<file path="config.mk">
export PLATFORM = sky130hd
export DESIGN_NAME = ext_irq_combiner
export DESIGN_NICKNAME = d
export VERILOG_FILES = /design/src/rtl/eirq_pkg.sv /design/src/rtl/eirq_sync.sv /design/src/rtl/eirq_selreg.sv /design/src/rtl/eirq_chan.sv /design/src/rtl/ext_irq_combiner.sv
export SDC_FILE = /design/constraint.sdc
export NUM_CORES = 1
export LEC_CHECK = 0
export CORE_MARGIN = 5
export CORE_UTILIZATION = 45
export DETAILED_ROUTE_END_ITERATION = 10
export PLACE_DENSITY = 0.8
export REMOVE_ABC_BUFFERS = 1
export SLEW_MARGIN = 20
export SYNTH_ARGS = -nofsm -noshare
export SYNTH_HDL_FRONTEND = slang
export SYNTH_SLANG_ARGS = --single-unit
</file>
<file path="constraint.sdc">
create_clock -name clk -period 1.9 [get_ports clk]
set_clock_uncertainty 0.2 [all_clocks]
set_input_delay 0.57 -clock clk [delete_from_list [all_inputs] [get_ports clk]]
set_output_delay 0.57 -clock clk [all_outputs]
set_load 0.05 [all_outputs]
</file>
<file path="src/rtl/eirq_pkg.sv">
package eirq_pkg;

    typedef enum logic [1:0] {
        SRC_PIN = 2'b00,
        SRC_ALT = 2'b01,
        SRC_OR  = 2'b10,
        SRC_AND = 2'b11
    } src_sel_e;

    typedef enum logic [1:0] {
        EDGE_OFF  = 2'b00,
        EDGE_RISE = 2'b01,
        EDGE_FALL = 2'b10,
        EDGE_ANY  = 2'b11
    } edge_mode_e;

    typedef struct packed {
        logic cur;
        logic prev;
    } level_pair_t;

    function automatic logic combine_src(src_sel_e sel, logic pin, logic alt);
        logic r;
        case (sel)
            SRC_PIN: r = pin;
            SRC_ALT: r = alt;
            SRC_OR:  r = pin | alt;
            default: r = pin & alt;
        endcase
        return r;
    endfunction

    function automatic logic edge_hit(edge_mode_e mode, level_pair_t lv);
        logic rise;
        logic fall;
        rise = lv.cur & ~lv.prev;
        fall = ~lv.cur & lv.prev;
        case (mode)
            EDGE_RISE: return rise;
            EDGE_FALL: return fall;
            EDGE_ANY:  return rise | fall;
            default:   return 1'b0;
        endcase
    endfunction

endpackage

</file>
<file path="src/rtl/eirq_sync.sv">
module eirq_sync #(
    parameter int WIDTH  = 8,
    parameter int STAGES = 2
) (
    input  logic             clk,
    input  logic             rst,
    input  logic [WIDTH-1:0] d_async,
    output logic [WIDTH-1:0] q_sync
);
    logic [WIDTH-1:0] stage_q [STAGES];

    always_ff @(posedge clk) begin
        if (rst) stage_q[0] <= '0;
        else     stage_q[0] <= d_async;
    end

    for (genvar s = 1; s < STAGES; s++) begin : g_stage
        always_ff @(posedge clk) begin
            if (rst) stage_q[s] <= '0;
            else     stage_q[s] <= stage_q[s-1];
        end
    end

    assign q_sync = stage_q[STAGES-1];
endmodule

</file>
<file path="src/rtl/eirq_selreg.sv">
module eirq_selreg #(
    parameter int SEL_W = 16
) (
    input  logic             clk,
    input  logic             rst,
    input  logic             wr,
    input  logic [SEL_W-1:0] wdata,
    output logic [SEL_W-1:0] sel_q,
    output logic [SEL_W-1:0] sel_next
);
    always_ff @(posedge clk) begin
        if (rst)     sel_q <= '0;
        else if (wr) sel_q <= wdata;
    end

    assign sel_next = wr ? wdata : sel_q;
endmodule

</file>
<file path="src/rtl/eirq_chan.sv">
module eirq_chan
    import eirq_pkg::*;
#(
    parameter bit HAS_ALT = 1'b1
) (
    input  logic       clk,
    input  logic       rst,
    input  logic       pin_s,
    input  logic       alt,
    input  logic [1:0] sel_cur,
    input  logic [1:0] sel_next,
    input  logic       wr,
    input  logic [1:0] mode,
    input  logic       ack,
    output logic       req
);
    logic        alt_eff;
    logic        lvl_cur;
    logic        lvl_next;
    logic        prev_q;
    logic        hit;
    level_pair_t lv;

    if (HAS_ALT) begin : g_alt
        assign alt_eff = alt;
    end else begin : g_zero
        assign alt_eff = alt & 1'b0;
    end

    assign lvl_cur  = combine_src(src_sel_e'(sel_cur),  pin_s, alt_eff);
    assign lvl_next = combine_src(src_sel_e'(sel_next), pin_s, alt_eff);
    assign lv       = '{cur: lvl_cur, prev: prev_q};
    assign hit      = ~wr & edge_hit(edge_mode_e'(mode), lv);

    always_ff @(posedge clk) begin
        if (rst) begin
            prev_q <= 1'b0;
            req    <= 1'b0;
        end else begin
            prev_q <= wr ? lvl_next : lvl_cur;
            if (hit)      req <= 1'b1;
            else if (ack) req <= 1'b0;
        end
    end
endmodule

</file>
<file path="src/rtl/ext_irq_combiner.sv">
module ext_irq_combiner #(
    parameter int           N_IN        = 8,
    parameter int           SYNC_STAGES = 2,
    parameter logic [N_IN-1:0] ALT_MASK = 8'hF0,
    localparam int          SEL_W       = 2 * N_IN
) (
    input  logic             clk,
    input  logic             rst,
    input  logic [N_IN-1:0]  pin_in,
    input  logic [N_IN-1:0]  alt_in,
    input  logic             cfg_wr,
    input  logic [SEL_W-1:0] cfg_wdata,
    input  logic [SEL_W-1:0] edge_mode,
    input  logic [N_IN-1:0]  ack,
    output logic [SEL_W-1:0] sel_value,
    output logic [N_IN-1:0]  irq_req
);
    logic [N_IN-1:0]  pin_s;
    logic [SEL_W-1:0] sel_next;

    eirq_sync #(.WIDTH(N_IN), .STAGES(SYNC_STAGES)) u_sync (
        .clk(clk), .rst(rst), .d_async(pin_in), .q_sync(pin_s)
    );

    eirq_selreg #(.SEL_W(SEL_W)) u_sel (
        .clk(clk), .rst(rst), .wr(cfg_wr), .wdata(cfg_wdata),
        .sel_q(sel_value), .sel_next(sel_next)
    );

    for (genvar i = 0; i < N_IN; i++) begin : g_ch
        eirq_chan #(.HAS_ALT(ALT_MASK[i])) u_ch (
            .clk(clk), .rst(rst),
            .pin_s(pin_s[i]), .alt(alt_in[i]),
            .sel_cur(sel_value[2*i +: 2]), .sel_next(sel_next[2*i +: 2]),
            .wr(cfg_wr), .mode(edge_mode[2*i +: 2]), .ack(ack[i]),
            .req(irq_req[i])
        );
    end
endmodule

</file>
* After elaboration in Yosys (flattened, before gate mapping)
Memories as Yosys holds them, arrays and structs flattened. Cells that the tools add are included.
Operators by class: muxes and demuxes 54, bitwise operators 59, reductions and logical operators 32, equal/unequal tests 48
Operators with widths (number):
- == test 2 bit (second input constant) | 32
- one-hot mux 1 bit (3 select lines) | 16
- two-way mux 1 bit | 35
- == test 2 x 1 -> 1 bit (second input constant) | 16
- logical NOT 2 bit | 16
- bitwise AND 1 bit | 28
- NOT 1 bit | 17
- two-way mux 16 bit | 1
- two-way mux 8 bit | 2
- nonzero test 2 bit | 8
- OR reduction 2 bit | 8
- bitwise OR 1 bit | 14
Storage, ports and cells: word-level logic and storage cells 211, output and inout port bits 24, register bits 32, RAM bits 16, input bits 59, memories kept 1
Memories:
- u_sync.stage_q | words 2, width 8, rd ports 2, clocked after Yosys merged registers in 0, wr ports 2, RTL line eirq_sync.sv:10 | logic [WIDTH-1:0] stage_q [STAGES];

* Longest topological paths before layout
word-level depth 9, gate-level depth with buffers 6, gate-level depth less buffers 6

* Modules after synthesis
Synthesis repeated with hierarchy kept, for this count alone.
Unflattened totals: cell total of the unflattened synthesis 244, area, all modules 2469.9 um2
By module, submodules not included:
- eirq_selreg | cells each 51, sequential area each 320.3 um2, area an instance 704.4 um2, instances 1
- eirq_chan at g_ch[4].u_ch ... | cells each 23, sequential area each 40.0 um2, area an instance 171.4 um2, instances 4
- eirq_chan at g_ch[0].u_ch ... | cells each 17, sequential area each 40.0 um2, area an instance 153.9 um2, instances 4
- eirq_sync | cells each 33, sequential area each 320.3 um2, area an instance 464.2 um2, instances 1

* Worst setup path before layout
OpenSTA, ideal clock, no wires.
kind flip-flop to flip-flop, start reg u_sel.sel_q[8], end reg g_ch[4].u_ch.req, data arrival time 1.693 ns, path buffers 0, required time 1.630 ns, period minus slack after synthesis 1.962 ns, setup slack -0.062 ns, stages on the path, launching flop included 7, setup time 0.070 ns, path through dfxtp_1 and2b_2 o22ai_1 ha_1 nor2b_1 o211ai_1 a21oi_1
On the way: cells in the longest elaborated chain, start to end 8, elaborated cells on any way between the ends 12, those cells by class 2 x eq/ne; 3 x mux; 5 x bitwise; 2 x reduce/logical
Ends and longest elaborated chain:
- from (decl) | RTL line eirq_selreg.sv:8 | output logic [SEL_W-1:0] sel_q,
- from (signal assigned) | RTL line eirq_selreg.sv:13 | else if (wr) sel_q <= wdata;
- == test 2 bit, or another cell as far along | RTL line eirq_pkg.sv:24 | case (sel)
- one-hot mux 1 bit (3 select lines) (*) | RTL line eirq_pkg.sv:24
- NOT 1 bit | RTL line eirq_pkg.sv:37 | fall = ~lv.cur & lv.prev;
- bitwise AND 1 bit | RTL line eirq_pkg.sv:37
- bitwise OR 1 bit | RTL line eirq_pkg.sv:41 | EDGE_ANY: return rise | fall;
- one-hot mux 1 bit (3 select lines) (*) | RTL line eirq_pkg.sv:38 | case (mode)
- bitwise AND 1 bit (*) | RTL line eirq_chan.sv:33 | assign hit = ~wr & edge_hit(edge_mode_e'(mode), lv);
- two-way mux 1 bit or nonzero test 2 bit (tied branches)
- to (signal assigned) | RTL line eirq_chan.sv:38 | req <= 1'b0;
- to (signal assigned) | RTL line eirq_chan.sv:41 | if (hit) req <= 1'b1;
- to (signal assigned) | RTL line eirq_chan.sv:42 | else if (ack) req <= 1'b0;
- to (decl) | RTL line eirq_chan.sv:15 | output logic req
Mark *: on every way between the ends. The rest lies on a longest branch, timed or not. A chain may end at the register's enable or synchronous reset.

* Worst setup path after layout
start in alt_in[5], end reg g_ch[5].u_ch.req
On the way: cells in the longest elaborated chain, start to end 8, elaborated cells on any way between the ends 11, those cells by class 3 x mux; 7 x bitwise; 1 x reduce/logical
Ends and longest elaborated chain:
- from (decl) | RTL line ext_irq_combiner.sv:10 | input logic [N_IN-1:0] alt_in,
- bitwise AND 1 bit or bitwise OR 1 bit (tied branches) | RTL line eirq_pkg.sv:28, eirq_pkg.sv:27
- one-hot mux 1 bit (3 select lines) (*) | RTL line eirq_pkg.sv:24
- NOT 1 bit | RTL line eirq_pkg.sv:37
- bitwise AND 1 bit | RTL line eirq_pkg.sv:37
- bitwise OR 1 bit | RTL line eirq_pkg.sv:41
- one-hot mux 1 bit (3 select lines) (*) | RTL line eirq_pkg.sv:38
- bitwise AND 1 bit (*) | RTL line eirq_chan.sv:33
- two-way mux 1 bit or nonzero test 2 bit (tied branches)
- to (signal assigned) | RTL line eirq_chan.sv:38
- to (signal assigned) | RTL line eirq_chan.sv:41
- to (signal assigned) | RTL line eirq_chan.sv:42
- to (decl) | RTL line eirq_chan.sv:15
Marked as above.

==> results.toml <==
[global_route]
antenna_found_initial = 0
grtUsageTotal = 0.155
grt-ovfl-total = 0
grt_pass1_wl_um = 7850
grt_max_degree = 21
grt_pass1_vias = 1830

[cells_and_area]
utilization = 0.697
fin_nets = 395
syn_to_final_growth_pct = 51.8
antenna_cells = 0
drive_above_1_share = 0.181

[status]
status = "finished, final reports clean"

[run]
maxCapViolCount = 0

[critical_path]
critPathMaxFanout = 3
r2r_end = "g_ch[4].u_ch.req$_SDFFE_PP0P_"
crit_path_max_incr_delay_ns = 0.52
ff2ff_setup_slack_ns = 0.18
crit_family = "buffers and inverters"
path_cells = "clkdlybuf4s50_1 > o22ai_2 > ha_1 > nor2b_1 > o211ai_1 > a21oi_1"
cp-end-kind = "register"
critPathKind = "input pin to register"
cp.depth = 6
cp.arrival_ns = 1.84
slowest_stage = "clkdlybuf4s50_1"
start_kind = "input pin"
r2r_cells = 6
startpoint = "alt_in[5]"
worstReg2RegStart = "u_sel.sel_q[8]$_SDFF_PP0_"
crit_path_end = "g_ch[5].u_ch.req$_SDFFE_PP0P_"
worst-path-buf-inv = 1
cp_data_required_time_ns = 1.93

[die]
initial_core_util = 0.459
core_area_mm2 = 0.00504
fp.dieW_um = 81.7
io_pins = 83
die_height_um = 81.7
dieArea_mm2 = 0.00668
fp-row-count = 26

[power]
leakage_nw = 1.54
ir_worst_vdd_v = 0.000463
p_switching_mw = 0.595
combPwrFrac = 0.241
power.total_mw = 2.25
p_sw_frac = 0.264
intPower_mw = 1.66
p_per_area_mw_per_mm2 = 641
sequentialPowerShare = 0.486
clock_power_share = 0.273

[detailed_routing]
drc = 0
dr.first_iter.drc_count = 47
avgRoutedWirePerCell_um = 12.7
num_vias = 1866
vias_per_cell = 4.77
antenna_left = 0
wirelength_um = 4970
firstDrtPassIters = 4

[sta]
setup_violations = 0
tightest_slew_ns = 0.276
setup_tns_ns = 0
rsz0062_at_grt = "false"
report.final.slew_viol_count = 0
period_needed_ns = 1.81
finalCritPeriodShare = 0.953
timing.fmax_ghz = 0.553
slew_headroom = 0.816
hold_viol = 0

[clock_network]
clock_sinks = 48
cts_tree = "done"
cts.path.max_buffers = 2
root_buffer = "clkbuf_8"
numCtsBuffers = 5
hold_buffers = 0
post-cts-setup-buffers = 0
clk_latency_ns = 0.29
ctsHtreeMaxLevel = 2
cts.clk_slew.worst_paths_ns = 0.08
post_cts_resized = 0

[yosys]
avgSynthCellArea_um2 = 9.73
syn_inst = 238
synth_edf_count = 0
netlist_area_mm2 = 0.00231
synth_cell_type_count = 23
yosysSeqAreaShare = 0.415
synth_warnings = 0
synth-main-ff-cell = "dfxtp_1"
async_flop_share = 0
ys_seq_elements = 48

[place]
port_buffers = 78
hpwl_um = 3860
place_congestion = 0.748

[hold_path]
hp-class = "register to register"
placed cells by master (no fill, tap or decap):
cell and count:
a211oi_1 4, a21oi_1 8, a221oi_1 4, a32oi_1 8
and2b_2 4, and3b_1 2, buf_12 25, buf_2 1
buf_4 13, clkbuf_1 2, clkbuf_8 6, clkdlybuf4s50_1 53
dfxtp_1 47, dfxtp_2 1, ha_1 16, inv_1 24
inv_6 1, mux2_4 2, mux2i_1 14, nand2b_1 8
nor2_1 22, nor2b_1 34, nor3b_2 2, o211ai_1 8
o22ai_1 1, o22ai_2 3, xor2_1 8
sequential cells by signal (all words and copies together), names as in the netlist, named ones only:
| register | flops |
|---|---|
| u_sync.stage_q | 16 |
| g_ch.u_ch.req | 8 |
| u_sel.sel_q | 12 |
| g_ch.u_ch.prev_q | 8 |
cell usage after synthesis, types with 2 or more instances:
cell | instances | share of area
mux2_4 | 2 | 0.013
nor2_1 | 22 | 0.036
o22ai_1 | 4 | 0.011
a221oi_1 | 4 | 0.015
and3b_1 | 2 | 0.0076
mux2i_1 | 14 | 0.061
dfxtp_1 | 48 | 0.42
nor2b_1 | 34 | 0.092
o211ai_1 | 8 | 0.026
ha_1 | 16 | 0.086
a211oi_1 | 4 | 0.013
xor2_1 | 8 | 0.030
buf_2 | 3 | 0.0065
a21oi_1 | 8 | 0.017
inv_1 | 24 | 0.039
a32oi_1 | 8 | 0.030
buf_6 | 4 | 0.019
nand2b_1 | 8 | 0.022
nor3b_2 | 2 | 0.011
and2b_2 | 4 | 0.015
buf_4 | 9 | 0.029
logic make-up after synthesis:
kind of cell,Yosys count,share of synthesized area
adder cells (fa/ha/maj),16,0.0865
AND/OR/NAND/NOR,72,0.183
multiplexers,16,0.0735
AO/OA/AOI/OAI,36,0.112
buffers and inverters,42,0.0995
XOR/XNOR,8,0.0303
flip-flops,48,0.415
worst min path at each step:
stage | startpoint | to | depth (start not counted)
floorplan | u_sync.stage_q[0][0]$_SDFF_PP0_ | u_sync.stage_q[1][0]$_SDFF_PP0_ | 1
global route | u_sync.stage_q[0][6]$_SDFF_PP0_ | u_sync.stage_q[1][6]$_SDFF_PP0_ | 1
CTS | u_sync.stage_q[0][5]$_SDFF_PP0_ | u_sync.stage_q[1][5]$_SDFF_PP0_ | 1
global placement | u_sync.stage_q[0][6]$_SDFF_PP0_ | u_sync.stage_q[1][6]$_SDFF_PP0_ | 1
finish | u_sync.stage_q[0][5]$_SDFF_PP0_ | u_sync.stage_q[1][5]$_SDFF_PP0_ | 1
detailed placement | u_sync.stage_q[0][5]$_SDFF_PP0_ | u_sync.stage_q[1][5]$_SDFF_PP0_ | 1
area by class of cell:
type                    instances  area (um2)
multi-input cells             148        1140
fillers                       382        1530
clock buffers                   8        90.1
well taps                      70        87.6
repair buffers                 92        1130
inverters                      25        98.8
flip-flops and latches         48         962
layer usage:
metal,routed length [um],vias up,track usage
met5,0,-,0
met4,65,0,0.0598
met3,442,7,0.0625
met2,2430,57,0.278
met1,2030,856,0.161
li1,-,946,-
worst reg2reg max path, delay by kind of cell, from the launching register on:
kind                       cells  cell delay (ns)
AOI/OAI and AO/OA              3             0.46
DFF                            1             0.39
and+or+nand+nor                2             0.32
adders and majority gates      1             0.29
stage by stage:
stage / hold slack (ns) / std cells / cell area, um2 / setup slack (ns)
3_3_place_gp: 0.216 / 383 / 3400 / -0.213
3_5_place_dp: 0.223 / 383 / 3400 / -0.263
4_1_cts: 0.243 / 391 / 3490 / 0.0473
2_1_floorplan: 0.214 / 221 / 2180 / -0.0624
5_1_grt: 0.259 / 391 / 3510 / 0.0185
6_report: 0.244 / 391 / 3510 / 0.0902
power groups by stage:
stage          combinational (mW)  clock, mW  sequential [mW]
6_report                    0.543      0.614             1.10
2_1_floorplan               0.139          0             1.19
5_1_grt                     0.584      0.688             1.10
3_3_place_gp                0.529          0             1.12
3_5_place_dp                0.541          0             1.12
4_1_cts                     0.543      0.640             1.10
(Power assumes the default switching activity.)
